## config.mk

```make
export PLATFORM = sky130hd
export DESIGN_NAME = rtc_irq_ctrl
export DESIGN_NICKNAME = d
export VERILOG_FILES = /design/src/rtl/rtc_irq_pkg.sv /design/src/rtl/rtc_irq_pri_bank.sv /design/src/rtl/rtc_irq_ext_bank.sv /design/src/rtl/rtc_irq_regif.sv /design/src/rtl/rtc_irq_ctrl.sv
export SDC_FILE = /design/constraint.sdc
export NUM_CORES = 1
export LEC_CHECK = 0
export BUFFER_PORTS_ARGS = -buffer_cell sky130_fd_sc_hd__buf_2
export CORE_MARGIN = 2
export CORE_UTILIZATION = 45
export DETAILED_ROUTE_END_ITERATION = 7
export PLACE_DENSITY = 0.79
export SLEW_MARGIN = 5
export SYNTH_ARGS = -nofsm -noshare
export SYNTH_HDL_FRONTEND = slang
export SYNTH_SLANG_ARGS = --single-unit
export TNS_END_PERCENT = 50
```

## constraint.sdc

```tcl
create_clock -name clk -period 1.25 [get_ports clk]
set_clock_uncertainty 0.2 [all_clocks]
set_input_delay 0.25 -clock clk [delete_from_list [all_inputs] [get_ports clk]]
set_output_delay 0.25 -clock clk [all_outputs]
set_load 0.02 [all_outputs]
```

## src/rtl/rtc_irq_pkg.sv

```systemverilog
package rtc_irq_pkg;
   typedef enum logic [1:0] {
      REG_PRI_EN   = 2'd0,
      REG_PRI_STAT = 2'd1,
      REG_EXT_EN   = 2'd2,
      REG_EXT_STAT = 2'd3
   } reg_sel_e;
endpackage

```

## src/rtl/rtc_irq_pri_bank.sv

```systemverilog
// Read-to-clear flag bank with a side register that keeps events seen during a read.
module rtc_irq_pri_bank #(
   parameter int N = 3
) (
   input  logic         clk,
   input  logic         rst_n,
   input  logic [N-1:0] evt,
   input  logic         hold,
   input  logic         release_rd,
   output logic [N-1:0] flags_o
);
   if (N < 1) begin : g_bad_n
      $error("rtc_irq_pri_bank: N must be at least 1");
   end

   logic [N-1:0] flag_q;
   logic [N-1:0] pend_q;

   for (genvar i = 0; i < N; i++) begin : g_bit
      always_ff @(posedge clk or negedge rst_n) begin
         if (!rst_n) begin
            flag_q[i] <= 1'b0;
            pend_q[i] <= 1'b0;
         end else if (release_rd) begin
            flag_q[i] <= pend_q[i] | evt[i];
            pend_q[i] <= 1'b0;
         end else if (hold) begin
            if (evt[i]) pend_q[i] <= 1'b1;
         end else begin
            if (evt[i]) flag_q[i] <= 1'b1;
         end
      end

      // an event outside a read sets the flag
      a_r2_evt_sets: assert property (@(posedge clk) disable iff (!rst_n)
         (!hold && evt[i]) |=> flag_q[i]);
   end

   assign flags_o = flag_q;

   // flags stay frozen while a status read is open
   a_r7_hold_freeze: assert property (@(posedge clk) disable iff (!rst_n)
      hold |=> $stable(flag_q));
endmodule

```

## src/rtl/rtc_irq_ext_bank.sv

```systemverilog
// Write-zero-to-clear flag bank; reads never touch it.
module rtc_irq_ext_bank #(
   parameter int N = 3
) (
   input  logic         clk,
   input  logic         rst_n,
   input  logic [N-1:0] evt,
   input  logic         clr_wr,
   input  logic [N-1:0] wdata,
   output logic [N-1:0] flags_o
);
   if (N < 1) begin : g_bad_n
      $error("rtc_irq_ext_bank: N must be at least 1");
   end

   logic [N-1:0] flag_q;
   logic [N-1:0] keep_mask;

   assign keep_mask = clr_wr ? wdata : {N{1'b1}};

   for (genvar i = 0; i < N; i++) begin : g_bit
      always_ff @(posedge clk or negedge rst_n) begin
         if (!rst_n) flag_q[i] <= 1'b0;
         else        flag_q[i] <= (flag_q[i] & keep_mask[i]) | evt[i];
      end

      // writing 1 keeps a set flag
      a_r8_one_keeps: assert property (@(posedge clk) disable iff (!rst_n)
         (clr_wr && wdata[i] && flag_q[i]) |=> flag_q[i]);
      // an event wins over a same-cycle clear
      a_r10_evt_wins: assert property (@(posedge clk) disable iff (!rst_n)
         evt[i] |=> flag_q[i]);
   end

   assign flags_o = flag_q;

   // without a clearing write no flag falls
   a_r8_no_read_clear: assert property (@(posedge clk) disable iff (!rst_n)
      !clr_wr |=> (($past(flag_q) & ~flag_q) == '0));
endmodule

```

## src/rtl/rtc_irq_regif.sv

```systemverilog
// Register access: enables, read-window tracking and the latched read word.
module rtc_irq_regif
   import rtc_irq_pkg::*;
#(
   parameter int DATA_W  = 8,
   parameter int NUM_PRI = 3,
   parameter int NUM_EXT = 3
) (
   input  logic               clk,
   input  logic               rst_n,
   input  logic [1:0]         addr,
   input  logic               wr_en,
   input  logic [DATA_W-1:0]  wr_data,
   input  logic               rd_en,
   input  logic [NUM_PRI-1:0] pri_flags,
   input  logic [NUM_EXT-1:0] ext_flags,
   input  logic               irq_active,
   output logic [NUM_PRI-1:0] pri_en_o,
   output logic [NUM_EXT-1:0] ext_en_o,
   output logic               hold_o,
   output logic               release_o,
   output logic               ext_clr_wr_o,
   output logic [NUM_EXT-1:0] ext_wdata_o,
   output logic [DATA_W-1:0]  rd_data
);
   localparam int MAXN = (NUM_PRI > NUM_EXT) ? NUM_PRI : NUM_EXT;

   if (NUM_PRI + 1 > DATA_W) begin : g_bad_pri
      $error("rtc_irq_regif: primary flags and summary bit exceed DATA_W");
   end
   if (NUM_EXT + 1 > DATA_W) begin : g_bad_ext
      $error("rtc_irq_regif: NUM_EXT must be below DATA_W");
   end

   reg_sel_e sel;
   logic rd_en_q, stat_rd_q, rd_rise, is_stat;
   logic [NUM_PRI-1:0] pri_en_q;
   logic [NUM_EXT-1:0] ext_en_q;
   logic [DATA_W-1:0]  rd_word;
   logic               unused_wr_hi;

   assign sel     = reg_sel_e'(addr);
   assign rd_rise = rd_en & ~rd_en_q;
   assign is_stat = (sel == REG_PRI_STAT);

   assign hold_o       = rd_en & ((rd_rise & is_stat) | stat_rd_q);
   assign release_o    = stat_rd_q & ~rd_en;
   assign ext_clr_wr_o = wr_en & (sel == REG_EXT_STAT);
   assign ext_wdata_o  = wr_data[NUM_EXT-1:0];
   assign unused_wr_hi = ^wr_data[DATA_W-1:MAXN];

   always_ff @(posedge clk or negedge rst_n) begin
      if (!rst_n) begin
         rd_en_q   <= 1'b0;
         stat_rd_q <= 1'b0;
      end else begin
         rd_en_q <= rd_en;
         if (rd_rise)     stat_rd_q <= is_stat;
         else if (!rd_en) stat_rd_q <= 1'b0;
      end
   end

   always_ff @(posedge clk or negedge rst_n) begin
      if (!rst_n) begin
         pri_en_q <= '0;
         ext_en_q <= '0;
      end else if (wr_en) begin
         if (sel == REG_PRI_EN) pri_en_q <= wr_data[NUM_PRI-1:0];
         if (sel == REG_EXT_EN) ext_en_q <= wr_data[NUM_EXT-1:0];
      end
   end

   always_comb begin
      rd_word = '0;
      unique case (sel)
         REG_PRI_EN:   rd_word[NUM_PRI-1:0] = pri_en_q;
         REG_PRI_STAT: begin
            rd_word[NUM_PRI-1:0] = pri_flags;
            rd_word[DATA_W-1]    = irq_active;
         end
         REG_EXT_EN:   rd_word[NUM_EXT-1:0] = ext_en_q;
         REG_EXT_STAT: rd_word[NUM_EXT-1:0] = ext_flags;
         default:      rd_word = '0;
      endcase
   end

   always_ff @(posedge clk or negedge rst_n) begin
      if (!rst_n)       rd_data <= '0;
      else if (rd_rise) rd_data <= rd_word;
   end

   assign pri_en_o = pri_en_q;
   assign ext_en_o = ext_en_q;

   // the read word holds while the read stays open
   a_r5_snap_stable: assert property (@(posedge clk) disable iff (!rst_n)
      (rd_en && rd_en_q) |=> $stable(rd_data));
   // a primary-status read closes in the cycle rd_en is seen low
   a_r6_release_once: assert property (@(posedge clk) disable iff (!rst_n)
      release_o |=> !release_o);
endmodule

```

## src/rtl/rtc_irq_ctrl.sv

```systemverilog
// Top: two flag banks, register interface, request line.
module rtc_irq_ctrl
   import rtc_irq_pkg::*;
#(
   parameter int DATA_W  = 8,
   parameter int NUM_PRI = 3,
   parameter int NUM_EXT = 3,
   parameter bit IRQ_REG = 1'b0
) (
   input  logic               clk,
   input  logic               rst_n,
   input  logic [1:0]         addr,
   input  logic               wr_en,
   input  logic [DATA_W-1:0]  wr_data,
   input  logic               rd_en,
   output logic [DATA_W-1:0]  rd_data,
   input  logic [NUM_PRI-1:0] pri_evt,
   input  logic [NUM_EXT-1:0] ext_evt,
   output logic               irq_n
);
   logic [NUM_PRI-1:0] pri_flags, pri_en;
   logic [NUM_EXT-1:0] ext_flags, ext_en, ext_wdata;
   logic hold, release_rd, ext_clr_wr, irq_active;

   rtc_irq_pri_bank #(.N(NUM_PRI)) u_pri (
      .clk(clk), .rst_n(rst_n), .evt(pri_evt), .hold(hold),
      .release_rd(release_rd), .flags_o(pri_flags));

   rtc_irq_ext_bank #(.N(NUM_EXT)) u_ext (
      .clk(clk), .rst_n(rst_n), .evt(ext_evt), .clr_wr(ext_clr_wr),
      .wdata(ext_wdata), .flags_o(ext_flags));

   rtc_irq_regif #(.DATA_W(DATA_W), .NUM_PRI(NUM_PRI), .NUM_EXT(NUM_EXT)) u_regif (
      .clk(clk), .rst_n(rst_n), .addr(addr), .wr_en(wr_en), .wr_data(wr_data),
      .rd_en(rd_en), .pri_flags(pri_flags), .ext_flags(ext_flags),
      .irq_active(irq_active), .pri_en_o(pri_en), .ext_en_o(ext_en),
      .hold_o(hold), .release_o(release_rd), .ext_clr_wr_o(ext_clr_wr),
      .ext_wdata_o(ext_wdata), .rd_data(rd_data));

   assign irq_active = (|(pri_flags & pri_en)) | (|(ext_flags & ext_en));

   if (IRQ_REG) begin : g_irq_reg
      logic irq_q;
      always_ff @(posedge clk or negedge rst_n) begin
         if (!rst_n) irq_q <= 1'b1;
         else        irq_q <= ~irq_active;
      end
      assign irq_n = irq_q;
   end else begin : g_irq_comb
      assign irq_n = ~irq_active;

      // enabling an already flagged extended source asserts the line next cycle
      a_r4_enable_flagged: assert property (@(posedge clk) disable iff (!rst_n)
         (wr_en && addr == REG_EXT_EN && |(wr_data[NUM_EXT-1:0] & ext_flags)) |=> !irq_n);
      // with both enable words zero the line stays released
      a_r3_masked_idle: assert property (@(posedge clk) disable iff (!rst_n)
         (pri_en == '0 && ext_en == '0) |-> irq_n);
   end
endmodule

```

# --- Word-level counts from Yosys, hierarchy flattened ---
# Index checks and enable logic that the tools add are counted.
totals:
  regBits: 21
  latchBits: 0
  mem_bits_rw: 0
  rom_bits: 0
  in_bits: 20
  out_inout_bits: 9
  wordCells: 75
  mem_count: 0
op_classes:
  add_sub_neg: 0
  mul: 0
  div_mod_pow: 0
  magnitude_cmp: 0
  eq_ne: 5
  shifts: 0
  mux: 20
  bitwise: 21
  reduce_logical: 15
op_table:
  columns: ["operator", "count"]
  rows:
  - ["two-way mux 1 bit", 18]
  - ["AND reduction 2 bit", 8]
  - ["one-hot mux 3 bit (4 select lines)", 1]
  - ["AND 1 bit", 8]
  - ["bitwise OR 1 bit", 8]
  - ["nonzero test 2 bit", 4]
  - ["AND 3 bit", 2]
  - ["OR reduction 3 bit", 2]
  - ["== test 2 bit, second input constant", 2]
  - ["inequality test 2 x 1 -> 1 bit, second input constant", 2]
  - ["two-way mux 3 bit", 1]
  - ["NOT 1 bit", 3]
  - ["== test 2 x 1 -> 1 bit, second input constant", 1]
  - ["zero test 2 bit", 1]

# --- Logic depth before layout (Yosys ltp) ---
depth:
  word_depth: 7
  depth_mapped: 4
  mapped_depth_nobuf: 3

# --- Cells and area by module ---
# From an unflattened synthesis, not the netlist that was laid out.
unflattened:
  hier_cells: 81
  hier_area_um2: 1054.8
modules_own_cells:
  columns: ["module", "instances", "cells_per_inst", "area_per_inst_um2", "seq_area_each_um2"]
  rows:
  - ["rtc_irq_regif", 1, 45, 626.9, 300.3]
  - ["rtc_irq_pri_bank", 1, 22, 262.8, 150.1]
  - ["rtc_irq_ext_bank", 1, 9, 116.4, 75.1]
  - ["rtc_irq_ctrl", 1, 5, 48.8, 0.0]

# --- Worst setup path after synthesis ---
# Ideal clock, no wire load.
synth_path:
  path_type: "input -> register"
  start: "input addr[1]"
  end: "register u_regif.rd_data[1]"
  setup_ns: 0.125
  arrival_ns: 1.080
  t_required_ns: 0.925
  path_slack_ns: -0.155
  path_stages: 3
  path_cell_list: "buf_6 > mux4_2 > mux2_2"
synth_via:
  elab_chain_cells: 2
synth_rtl:
  columns: ["item", "line_no", "rtl"]
  rows:
  - ["start: declaration", "rtc_irq_ctrl.sv:12", "input logic [1:0] addr,"]
  - ["== test 2 bit, or another cell as far along", "rtc_irq_regif.sv:75", "unique case (sel)"]
  - ["one-hot mux 3 bit (4 select lines) *", "rtc_irq_regif.sv:75", null]
  - ["end signal: assignment", "rtc_irq_regif.sv:89", "else if (rd_rise) rd_data <= rd_word;"]
  - ["end: declaration", "rtc_irq_regif.sv:24", "output logic [DATA_W-1:0] rd_data"]
# Every way passes the cells marked *; elsewhere a longest branch is shown, timed or not.
# A chain may end at the register's enable or synchronous reset.

# --- Worst setup path after layout ---
layout_path:
  start: "register u_pri.flag_q[1] (netlist: u_pri.flags_o[1])"
  end: "output irq_n"
layout_via:
  elab_chain_cells: 4
layout_rtl:
  columns: ["item", "line_no", "rtl"]
  rows:
  - ["start: declaration", "rtc_irq_pri_bank.sv:16", "logic [N-1:0] flag_q;"]
  - ["start signal: indexed assignment", "rtc_irq_pri_bank.sv:25", "flag_q[i] <= pend_q[i] | evt[i];"]
  - ["AND 3 bit", "rtc_irq_ctrl.sv:40", "assign irq_active = (|(pri_flags & pri_en)) | (|(ext_flags & ext_en));"]
  - ["OR reduction 3 bit", "rtc_irq_ctrl.sv:40", null]
  - ["bitwise OR 1 bit", "rtc_irq_ctrl.sv:40", null]
  - ["NOT 1 bit", "rtc_irq_ctrl.sv:50", "assign irq_n = ~irq_active;"]
  - ["end: declaration", "rtc_irq_ctrl.sv:19", "output logic irq_n"]
# Every way passes these cells.

==> results.json <==
{
  "clk_latency_ns": 0.31,
  "synthesis.area_um2": 1010,
  "fin_nets": 152,
  "worstSetupPathType": "flop to primary output",
  "status": "finished, violations left",
  "clk_path_buf_depth": 2,
  "cp_cell_sequence": "a22oi_2, and3_4, buf_6",
  "routed_wl_mm": 2.47,
  "drv_cap": 0,
  "drc": 0,
  "seq_area_frac_synth": 0.521,
  "irDropWorstVdd_mv": 0.756,
  "viasPerCell": 5.30,
  "dp_slack_ns": -0.261,
  "io_buffers": 19,
  "fin_cells": 159,
  "post-route-period-util": 1.39,
  "cellPowerDensity_nw_per_um2": 1110,
  "finalHoldViolCount": 0,
  "grt_max_degree": 22,
  "rows": 17,
  "die_h_um": 51.3,
  "whs_ns": 0.0830,
  "numCtsBuffers": 3,
  "worst-path-max-fanout": 2,
  "end_kind": "primary output",
  "ys_types": 22,
  "final-setup-viol-count": 13,
  "die_area_um2": 2640,
  "drt_iter0_markers": 18,
  "place_hpwl_mm": 1.46,
  "grt_pass1_vias": 890,
  "drtAntennaViolNets": 0,
  "required_ns": 0.80,
  "first_pass_iters": 4,
  "start_util": 0.465,
  "ios": 29,
  "hp-start": "rd_en",
  "cts_root_buf": "clkbuf_4",
  "totalPowerFinal_mw": 1.60,
  "num_vias": 842,
  "synth-seq-cells": 21,
  "die_w_um": 51.3,
  "tns_ns": -1.75,
  "htreeDepth": 1,
  "area_growth_pct": 42.6,
  "fmax_mhz": 578,
  "syn_area_per_cell_um2": 11.7,
  "grt_pass1_wl_mm": 4.22,
  "postPlaceCellArea_um2": 1170,
  "wire_per_inst_um": 15.5,
  "slowest_delay_ns": 0.42,
  "crit_path_start_kind": "flop",
  "antenna_cells": 0,
  "drive_gt1_frac": 0.481,
  "place_inst": 139,
  "gp_congestion": 0.889,
  "r2r-start": "u_pri.flags_o[1]$_DFFE_PN0P_",
  "core_um2": 2170,
  "rsz0062_at_grt": "yes",
  "clk_pin_slew_worst_paths_ns": 0.13,
  "cts_tree": "done",
  "yosys_warnings": 0,
  "startpoint": "u_pri.flags_o[1]$_DFFE_PN0P_",
  "grt_antenna_before_repair": 0,
  "final_core_util": 0.663,
  "violations": "setup timing",
  "worstPathArrival_ns": 1.28,
  "p_leak_nw": 0.598,
  "grt_overflow": 0,
  "fin_ws_ns": -0.482,
  "drv_slew": 0,
  "min_path_type": "input pin to flop",
  "syn-instance-count": 86,
  "cp_slowest_cell": "dfrtp_1",
  "design_area_um2": 1440,
  "grt_usage": 0.220,
  "cts_sinks": 21,
  "min_period_ns": 1.73,
  "fill_cells": 179
}
==> flip-flops by register name (all words and copies together), names as in the netlist <==
signal             flops
u_regif.pri_en_o       3
u_regif.rd_data        4
u_ext.flags_o          3
u_pri.flags_o          3
u_regif.rd_en_q        1
u_regif.ext_en_o       3
u_pri.pend_q           3
u_regif.stat_rd_q      1
==> routing by layer <==
metal | up-vias | wire, um | GRT usage
met5 | - | 0 | 0
met4 | 0 | 55 | 0.0526
met3 | 8 | 101 | 0.0439
met2 | 31 | 1300 | 0.407
met1 | 411 | 1010 | 0.260
li1 | 392 | - | -
==> final cells by class <==
cell class / count / area (um2) / area share
tap: 28 / 35.0 / 0.0244
clock inverter: 1 / 7.51 / 0.00522
multi-input combinational: 58 / 500 / 0.348
sequential: 21 / 527 / 0.366
timing repair buffer: 46 / 338 / 0.235
clock buffer: 3 / 22.5 / 0.0157
inverter: 2 / 7.51 / 0.00522
==> kinds of logic after synthesis <==
logic type | Yosys count | share of synthesized area
compound gates | 18 | 0.108
buf+inv | 10 | 0.0670
other cells | 1 | 0.00372
mux | 12 | 0.167
simple gates | 24 | 0.133
flops | 21 | 0.521
==> cell usage after synthesis, drive strengths merged <==
cell	number	area, um2
a21oi	1	5.00
mux2	9	101
o41ai	1	8.76
nor3	3	15.0
and3	1	6.26
nor2b	1	6.26
nor3b	2	15.0
dfrtp	21	526
clkbuf	2	7.51
a22oi	3	22.5
o21a	3	22.5
o21ai	10	50.1
conb	1	3.75
nand3	2	10.0
buf	6	52.6
nor2	4	15.0
nand2	4	15.0
mux4	3	67.6
nor4b	3	26.3
inv	2	7.51
nand2b	4	25.0
==> worst paths after layout <==
check | endpoint | slack, ns | cells after the start
setup / recovery | irq_n | -0.48 | 3
max in group asynchronous | u_regif.stat_rd_q$_DFFE_PN0P_ | 0.28 | 2
min in group asynchronous | u_pri.flags_o[0]$_DFFE_PN0P_ | 0.22 | 2
setup reg to reg | u_regif.rd_data[1]$_DFFE_PN0N_ | -0.33 | 3
hold reg to reg | u_regif.rd_data[2]$_DFFE_PN0N_ | 0.31 | 1
hold / removal | u_pri.pend_q[2]$_DFFE_PN0P_ | 0.08 | 3
==> power breakdown <==
group	total [mW]	switching (mW)	internal (mW)	leakage, nW
clock network	0.343	0.221	0.122	0.0139
logic	0.412	0.186	0.225	0.355
registers	0.848	0.0716	0.777	0.229
==> critical path: cells and delay by family, from the launching register on <==
family          cells  cell delay [ns]
buf+inv             1             0.11
simple gates        1             0.23
compound gates      1             0.21
flops               1             0.42
==> cells in the final DEF, fill, tap and decap left out, drive strengths merged, types with 2 or more instances in the layout <==
cell         netlist  final
inv                2      2
clkbuf             2      3
nor3b              2      2
nor4b              3      3
nand2              4      4
nor2               4      4
conb               1      4
dlygate4sd3        0     11
a22oi              3      3
nand3              2      2
mux4               3      3
dfrtp             21     21
buf                6     35
nand2b             4      4
nor3               3      3
mux2               9      9
o21ai             10     10
o21a               3      3
==> what timing repair did <==
item	CTS	global route
setup endpoints to repair	16	17
resized for setup	14	9
hold buffers	11	0
buffers inserted	3	2
pin swaps	5	2
endpoints found under the hold margin	34	0
No activity file was read; power rests on OpenSTA's default activity.
